## src/rtl/pt_walk2_pkg.sv

```systemverilog
package pt_walk2_pkg;
  typedef enum logic [2:0] {
    ST_IDLE = 3'd0,
    ST_RD1  = 3'd1,
    ST_WT1  = 3'd2,
    ST_RD2  = 3'd3,
    ST_WT2  = 3'd4,
    ST_DONE = 3'd5
  } walk_state_e;

  typedef enum logic [1:0] {
    CAUSE_NONE = 2'd0,
    CAUSE_L1   = 2'd1,
    CAUSE_L2   = 2'd2,
    CAUSE_WP   = 2'd3
  } walk_cause_e;
endpackage

```

## src/rtl/pt_walk2_decode.sv

```systemverilog
module pt_walk2_decode #(
  parameter int PTE_W   = 32,
  parameter int FRAME_W = 20
) (
  input  logic [PTE_W-1:0]   entry,
  output logic               usable,
  output logic               writable,
  output logic [FRAME_W-1:0] frame
);
  localparam int RSV_HI = PTE_W - FRAME_W - 1;

  always_comb begin
    usable   = entry[0] && (entry[RSV_HI:2] == '0);
    writable = entry[1];
    frame    = entry[PTE_W-1 -: FRAME_W];
  end
endmodule

```

## src/rtl/pt_walk2_addr.sv

```systemverilog
module pt_walk2_addr #(
  parameter int ADDR_W  = 32,
  parameter int FRAME_W = 20,
  parameter int IDX_W   = 10
) (
  input  logic               sel_l2,
  input  logic [FRAME_W-1:0] root_frame,
  input  logic [FRAME_W-1:0] l1_frame,
  input  logic [IDX_W-1:0]   idx1,
  input  logic [IDX_W-1:0]   idx2,
  output logic [ADDR_W-1:0]  addr
);
  localparam int OFFS_W = ADDR_W - FRAME_W;

  logic [FRAME_W-1:0] base;
  logic [IDX_W-1:0]   idx;

  always_comb begin
    base = sel_l2 ? l1_frame : root_frame;
    idx  = sel_l2 ? idx2 : idx1;
    addr = {base, {OFFS_W{1'b0}}} + ADDR_W'({idx, 2'b00});
  end
endmodule

```

## src/rtl/pt_walk2.sv

```systemverilog
module pt_walk2 #(
  parameter int ADDR_W      = 32,
  parameter int PAGE_OFFS_W = 12,
  parameter int PTE_W       = 32
) (
  input  logic                          clk,
  input  logic                          rst_n,
  input  logic                          req_valid,
  output logic                          req_ready,
  input  logic [ADDR_W-1:0]             req_vaddr,
  input  logic                          req_write,
  input  logic [ADDR_W-PAGE_OFFS_W-1:0] root_frame,
  output logic                          mem_req,
  output logic [ADDR_W-1:0]             mem_addr,
  input  logic                          mem_rvalid,
  input  logic [PTE_W-1:0]              mem_rdata,
  output logic                          rsp_valid,
  output logic [ADDR_W-1:0]             rsp_paddr,
  output logic                          rsp_writable,
  output logic                          rsp_fault,
  output logic [1:0]                    rsp_cause
);
  import pt_walk2_pkg::*;

  localparam int FRAME_W = ADDR_W - PAGE_OFFS_W;
  localparam int IDX_W   = FRAME_W / 2;

  // reset: asynchronous assert, synchronous release
  logic [1:0] rst_sync_q;
  logic       rst_int_n;
  always_ff @(posedge clk or negedge rst_n) begin
    if (!rst_n) rst_sync_q <= 2'b00;
    else        rst_sync_q <= {rst_sync_q[0], 1'b1};
  end
  assign rst_int_n = rst_sync_q[1];

  walk_state_e state_q, state_d;
  logic [ADDR_W-1:0]  vaddr_q;
  logic               wr_q;
  logic [FRAME_W-1:0] root_q;
  logic [FRAME_W-1:0] l1_frame_q;
  logic               l1_wr_q;
  logic [FRAME_W-1:0] frame_q;
  logic               res_wr_q;
  logic               fault_q;
  logic [1:0]         cause_q;

  logic               ld_req, ld_l1, ld_res;
  logic [FRAME_W-1:0] res_frame_d;
  logic               res_wr_d, res_fault_d;
  walk_cause_e        res_cause_d;
  logic               eff_wr;

  logic               dec_ok, dec_wr;
  logic [FRAME_W-1:0] dec_frame;

  pt_walk2_decode #(.PTE_W(PTE_W), .FRAME_W(FRAME_W)) u_dec (
    .entry   (mem_rdata),
    .usable  (dec_ok),
    .writable(dec_wr),
    .frame   (dec_frame)
  );

  pt_walk2_addr #(.ADDR_W(ADDR_W), .FRAME_W(FRAME_W), .IDX_W(IDX_W)) u_addr (
    .sel_l2    (state_q == ST_RD2),
    .root_frame(root_q),
    .l1_frame  (l1_frame_q),
    .idx1      (vaddr_q[ADDR_W-1 -: IDX_W]),
    .idx2      (vaddr_q[ADDR_W-1-IDX_W -: IDX_W]),
    .addr      (mem_addr)
  );

  // next-state logic
  always_comb begin
    state_d     = state_q;
    ld_req      = 1'b0;
    ld_l1       = 1'b0;
    ld_res      = 1'b0;
    res_frame_d = '0;
    res_wr_d    = 1'b0;
    res_fault_d = 1'b0;
    res_cause_d = CAUSE_NONE;
    eff_wr      = l1_wr_q & dec_wr;
    case (state_q)
      ST_IDLE: if (req_valid) begin
        ld_req  = 1'b1;
        state_d = ST_RD1;
      end
      ST_RD1: state_d = ST_WT1;
      ST_WT1: if (mem_rvalid) begin
        if (!dec_ok) begin
          ld_res      = 1'b1;
          res_fault_d = 1'b1;
          res_cause_d = CAUSE_L1;
          state_d     = ST_DONE;
        end else begin
          ld_l1   = 1'b1;
          state_d = ST_RD2;
        end
      end
      ST_RD2: state_d = ST_WT2;
      ST_WT2: if (mem_rvalid) begin
        ld_res  = 1'b1;
        state_d = ST_DONE;
        if (!dec_ok) begin
          res_fault_d = 1'b1;
          res_cause_d = CAUSE_L2;
        end else if (wr_q && !eff_wr) begin
          res_fault_d = 1'b1;
          res_cause_d = CAUSE_WP;
        end else begin
          res_frame_d = dec_frame;
          res_wr_d    = eff_wr;
        end
      end
      ST_DONE: state_d = ST_IDLE;
      default: state_d = ST_IDLE;
    endcase
  end

  // registers
  always_ff @(posedge clk or negedge rst_int_n) begin
    if (!rst_int_n) begin
      state_q    <= ST_IDLE;
      vaddr_q    <= '0;
      wr_q       <= 1'b0;
      root_q     <= '0;
      l1_frame_q <= '0;
      l1_wr_q    <= 1'b0;
      frame_q    <= '0;
      res_wr_q   <= 1'b0;
      fault_q    <= 1'b0;
      cause_q    <= 2'd0;
    end else begin
      state_q <= state_d;
      if (ld_req) begin
        vaddr_q <= req_vaddr;
        wr_q    <= req_write;
        root_q  <= root_frame;
      end
      if (ld_l1) begin
        l1_frame_q <= dec_frame;
        l1_wr_q    <= dec_wr;
      end
      if (ld_res) begin
        frame_q  <= res_frame_d;
        res_wr_q <= res_wr_d;
        fault_q  <= res_fault_d;
        cause_q  <= res_cause_d;
      end
    end
  end

  assign req_ready    = (state_q == ST_IDLE);
  assign mem_req      = (state_q == ST_RD1) || (state_q == ST_RD2);
  assign rsp_valid    = (state_q == ST_DONE);
  assign rsp_paddr    = fault_q ? '0 : {frame_q, vaddr_q[PAGE_OFFS_W-1:0]};
  assign rsp_writable = res_wr_q;
  assign rsp_fault    = fault_q;
  assign rsp_cause    = cause_q;
endmodule

```

## config.mk

```make
export PLATFORM = sky130hd
export DESIGN_NAME = pt_walk2
export DESIGN_NICKNAME = d
export VERILOG_FILES = /design/src/rtl/pt_walk2_pkg.sv /design/src/rtl/pt_walk2_decode.sv /design/src/rtl/pt_walk2_addr.sv /design/src/rtl/pt_walk2.sv
export SDC_FILE = /design/constraint.sdc
export NUM_CORES = 1
export LEC_CHECK = 0
export ABC_AREA = 1
export BUFFER_PORTS_ARGS = -buffer_cell sky130_fd_sc_hd__buf_2
export CAP_MARGIN = 20
export CELL_PAD_IN_SITES_DETAIL_PLACEMENT = 0
export CELL_PAD_IN_SITES_GLOBAL_PLACEMENT = 1
export CORE_UTILIZATION = 37
export DETAILED_ROUTE_END_ITERATION = 10
export PLACE_DENSITY = 0.89
export SETUP_SLACK_MARGIN = 0.5
export SLEW_MARGIN = 20
export SYNTH_ARGS = -nofsm -noshare
export SYNTH_HDL_FRONTEND = slang
export SYNTH_SLANG_ARGS = --single-unit
```

## constraint.sdc

```tcl
create_clock -name clk -period 3.6 [get_ports clk]
set_clock_uncertainty 0.05 [all_clocks]
set_input_delay 0.36 -clock clk [delete_from_list [all_inputs] [get_ports clk]]
set_output_delay 0.36 -clock clk [all_outputs]
set_load 0.1 [all_outputs]
```

==> impl_metrics.env <==
export IMPL_grt_usage=0.182
export IMPL_vias=4090
export IMPL_final_cell_mix="nand2_1, buf_2, dfrtp_1, nand3_1, nor2_1"
export IMPL_io_buffers=157
export IMPL_antenna_found_initial=0
export IMPL_post_cts_buffers=0
export IMPL_syn_inst=577
export IMPL_crit_path_max_fanout=31
export IMPL_final_antenna_net_count=0
export IMPL_gp_congestion=0.805
export IMPL_startpoint="state_q[0]"
export IMPL_postSynthAreaPerCell_sq_um=8.57
export IMPL_path_buf_inv=3
export IMPL_r2r_setup_slack_ps=1510
export IMPL_cts_clk_slew_worst_paths_ps=70
export IMPL_reg2reg_from="state_q[1]"
export IMPL_final_common_cell="nand2_1"
export IMPL_drt_initial_drc_count=181
export IMPL_fmax_mhz=383
export IMPL_crit_end="mem_addr[8]"
export IMPL_ys_ff_latch=103
export IMPL_routed_wirelength_mm=12.0
export IMPL_worstPathArrival_ps=2200
export IMPL_overflow=0
export IMPL_cts_root_buf="clkbuf_16"
export IMPL_dr_pass1_iters=4
export IMPL_worst_slew_pin_slew_ps=821
export IMPL_nNetsFinal=805
export IMPL_ys_async_sr_fraction=1.00
export IMPL_grt_pass1_wl_mm=20.2
export IMPL_detail_route_wl_per_cell_um=13.5
export IMPL_slew_headroom=0.452
export IMPL_cp_cell_sequence="inv_2, nor2_4, nand2_2, buf_4, mux2_4, buf_2"
export IMPL_cts_max_path_buffers=2
export IMPL_htreeDepth=3
export IMPL_syn_to_final_growth_pct=24.2
export IMPL_maxCapViolations=0
export IMPL_r2r_end="frame_q[8]"
export IMPL_ios=160
export IMPL_grt_start_max_net_pins=78
export IMPL_cts_inserted_buffers=9
export IMPL_path_class="reg2out"
export IMPL_clock_latency_ps=340
export IMPL_fp_dieArea_sq_um=13800
export IMPL_hold_buffers=1
export IMPL_reg2reg_depth=7
export IMPL_hpwl_mm=8.65
export IMPL_synth_area_sq_um=4940
export IMPL_timing_final_max_slew_violations=0
export IMPL_die_h_um=118
export IMPL_drt_vias_per_instance=4.58
export IMPL_endpoint_kind="primary output"
export IMPL_placementRows=41
export IMPL_core_sq_um=12800
export IMPL_synth_edf_count=0
export IMPL_fin_crit_sh=0.726
export IMPL_cp_start_kind="flip-flop"
export IMPL_post_synth_num_cell_types=25
export IMPL_p_per_area_nw_per_um2=1010
export IMPL_clock_sinks=103
export IMPL_grt_pass1_vias=4044
export IMPL_final_util=0.478
export IMPL_setup_tns_ps=0
export IMPL_cts_tree="built"
export IMPL_start_util=0.385
export IMPL_ys_warn_count=0
export IMPL_dieWidth_um=118
export IMPL_crit_slowest_cell="buf_4"
export IMPL_status="completed"
export IMPL_hp_class="reg2async"
export IMPL_antennaDiodeCount=0
export IMPL_setup_viol=0
export IMPL_finalHoldViolCount=0
export IMPL_leakagePower_nw=3.53
export IMPL_crit_family="buffers and inverters"
export IMPL_cp_required_ps=3190
export IMPL_cpPeakStageDelay_ps=480
export IMPL_fin_crit_ps=2610
export IMPL_ctsResizeCount=0
export IMPL_critical_path_depth=6
export IMPL_ir_drop_mv=0.789
export IMPL_rsz0062_at_grt="false"
export IMPL_drc=0
export IMPL_synth_main_ff_cell="dfrtp_1"
export IMPL_yosysSeqAreaShare=0.522
export IMPL_drive_above_1_share=0.309
==> metrics by stage <==
| step | cells | power [mW] | setup WS, ps | hold slack [ps] | cell area [sq um] |
|---|---|---|---|---|---|
| floorplan | 578 | 4.74 | 716 | 14.4 | 4950 |
| global placement | 875 | 5.17 | 1240 | 95.2 | 5770 |
| detailed placement | 875 | 5.23 | 1150 | 96.3 | 5770 |
| CTS | 892 | 6.24 | 958 | 175 | 6090 |
| global route | 893 | 6.49 | 886 | 195 | 6140 |
| finish | 893 | 6.19 | 988 | 165 | 6140 |
==> layer usage <==
layer / global-route usage / vias to the layer above / wire (um) / share of wire
met2: 0.298 / 141 / 5730 / 0.48
met5: 0 / - / 0 / 0
li1: - / 2066 / - / -
met1: 0.238 / 1873 / 5380 / 0.45
met3: 0.0494 / 10 / 793 / 0.066
met4: 0.0473 / 0 / 125 / 0.010
==> sequential cells by signal, summed over array words and instances (netlist names) <==
register and cells:
root_q 20, rst_sync_q 2, vaddr_q 32, rsp_cause 2
wr_q 1, l1_wr_q 1, rsp_writable 1, l1_frame_q 20
frame_q 20, state_q 3, rsp_fault 1
==> layout make-up <==
class / count / area (sq um)
clock buffer: 11 / 253
clock inverter: 5 / 56.3
fill: 1285 / 6690
inverter: 65 / 244
multi-input combinational: 375 / 1940
sequential: 103 / 2580
tap: 172 / 215
timing repair buffer: 162 / 846
==> where the power goes <==
part	switching [mW]	total (mW)	internal, mW
clock	0.418	0.994	0.576
combinational	2.79	3.50	0.710
sequential	0.228	1.70	1.47
==> cell usage after synthesis, types with 3 or more instances <==
cell type,count,share of area
mux2_4,29,0.088
dfrtp_1,103,0.52
inv_1,60,0.046
a21oi_1,14,0.014
nor2_1,62,0.047
buf_6,3,0.0068
o21ai_1,21,0.021
nand3_1,69,0.070
inv_2,5,0.0038
clkbuf_1,12,0.0091
buf_2,11,0.011
nand2_1,163,0.12
buf_4,9,0.014
==> worst min path at each step <==
stage                  startpoint        endpoint  slack, ps  cells past startpoint
CTS                 mem_rdata[26]     frame_q[14]        170                      3
global placement            rst_n   rst_sync_q[0]        100                      1
finish              rst_sync_q[1]  l1_frame_q[14]        160                      0
detailed placement          rst_n   rst_sync_q[0]        100                      1
floorplan                   rst_n   rst_sync_q[0]         10                      0
global route        rst_sync_q[1]     frame_q[17]        190                      0
==> kinds of logic after synthesis <==
logic type / share of synthesized area
and+or+nand+nor: 0.259
muxes: 0.0904
other: 0.00152
DFF: 0.522
buffers and inverters: 0.0901
AOI/OAI and AO/OA: 0.0377
==> worst register-to-register path: cells and delay by family, from the launching register on <==
family	cells	cell delay (ps)
buffers and inverters	1	200
flip-flops	1	460
AND/OR/NAND/NOR	6	1320
Power figures use the tool's default switching activity.
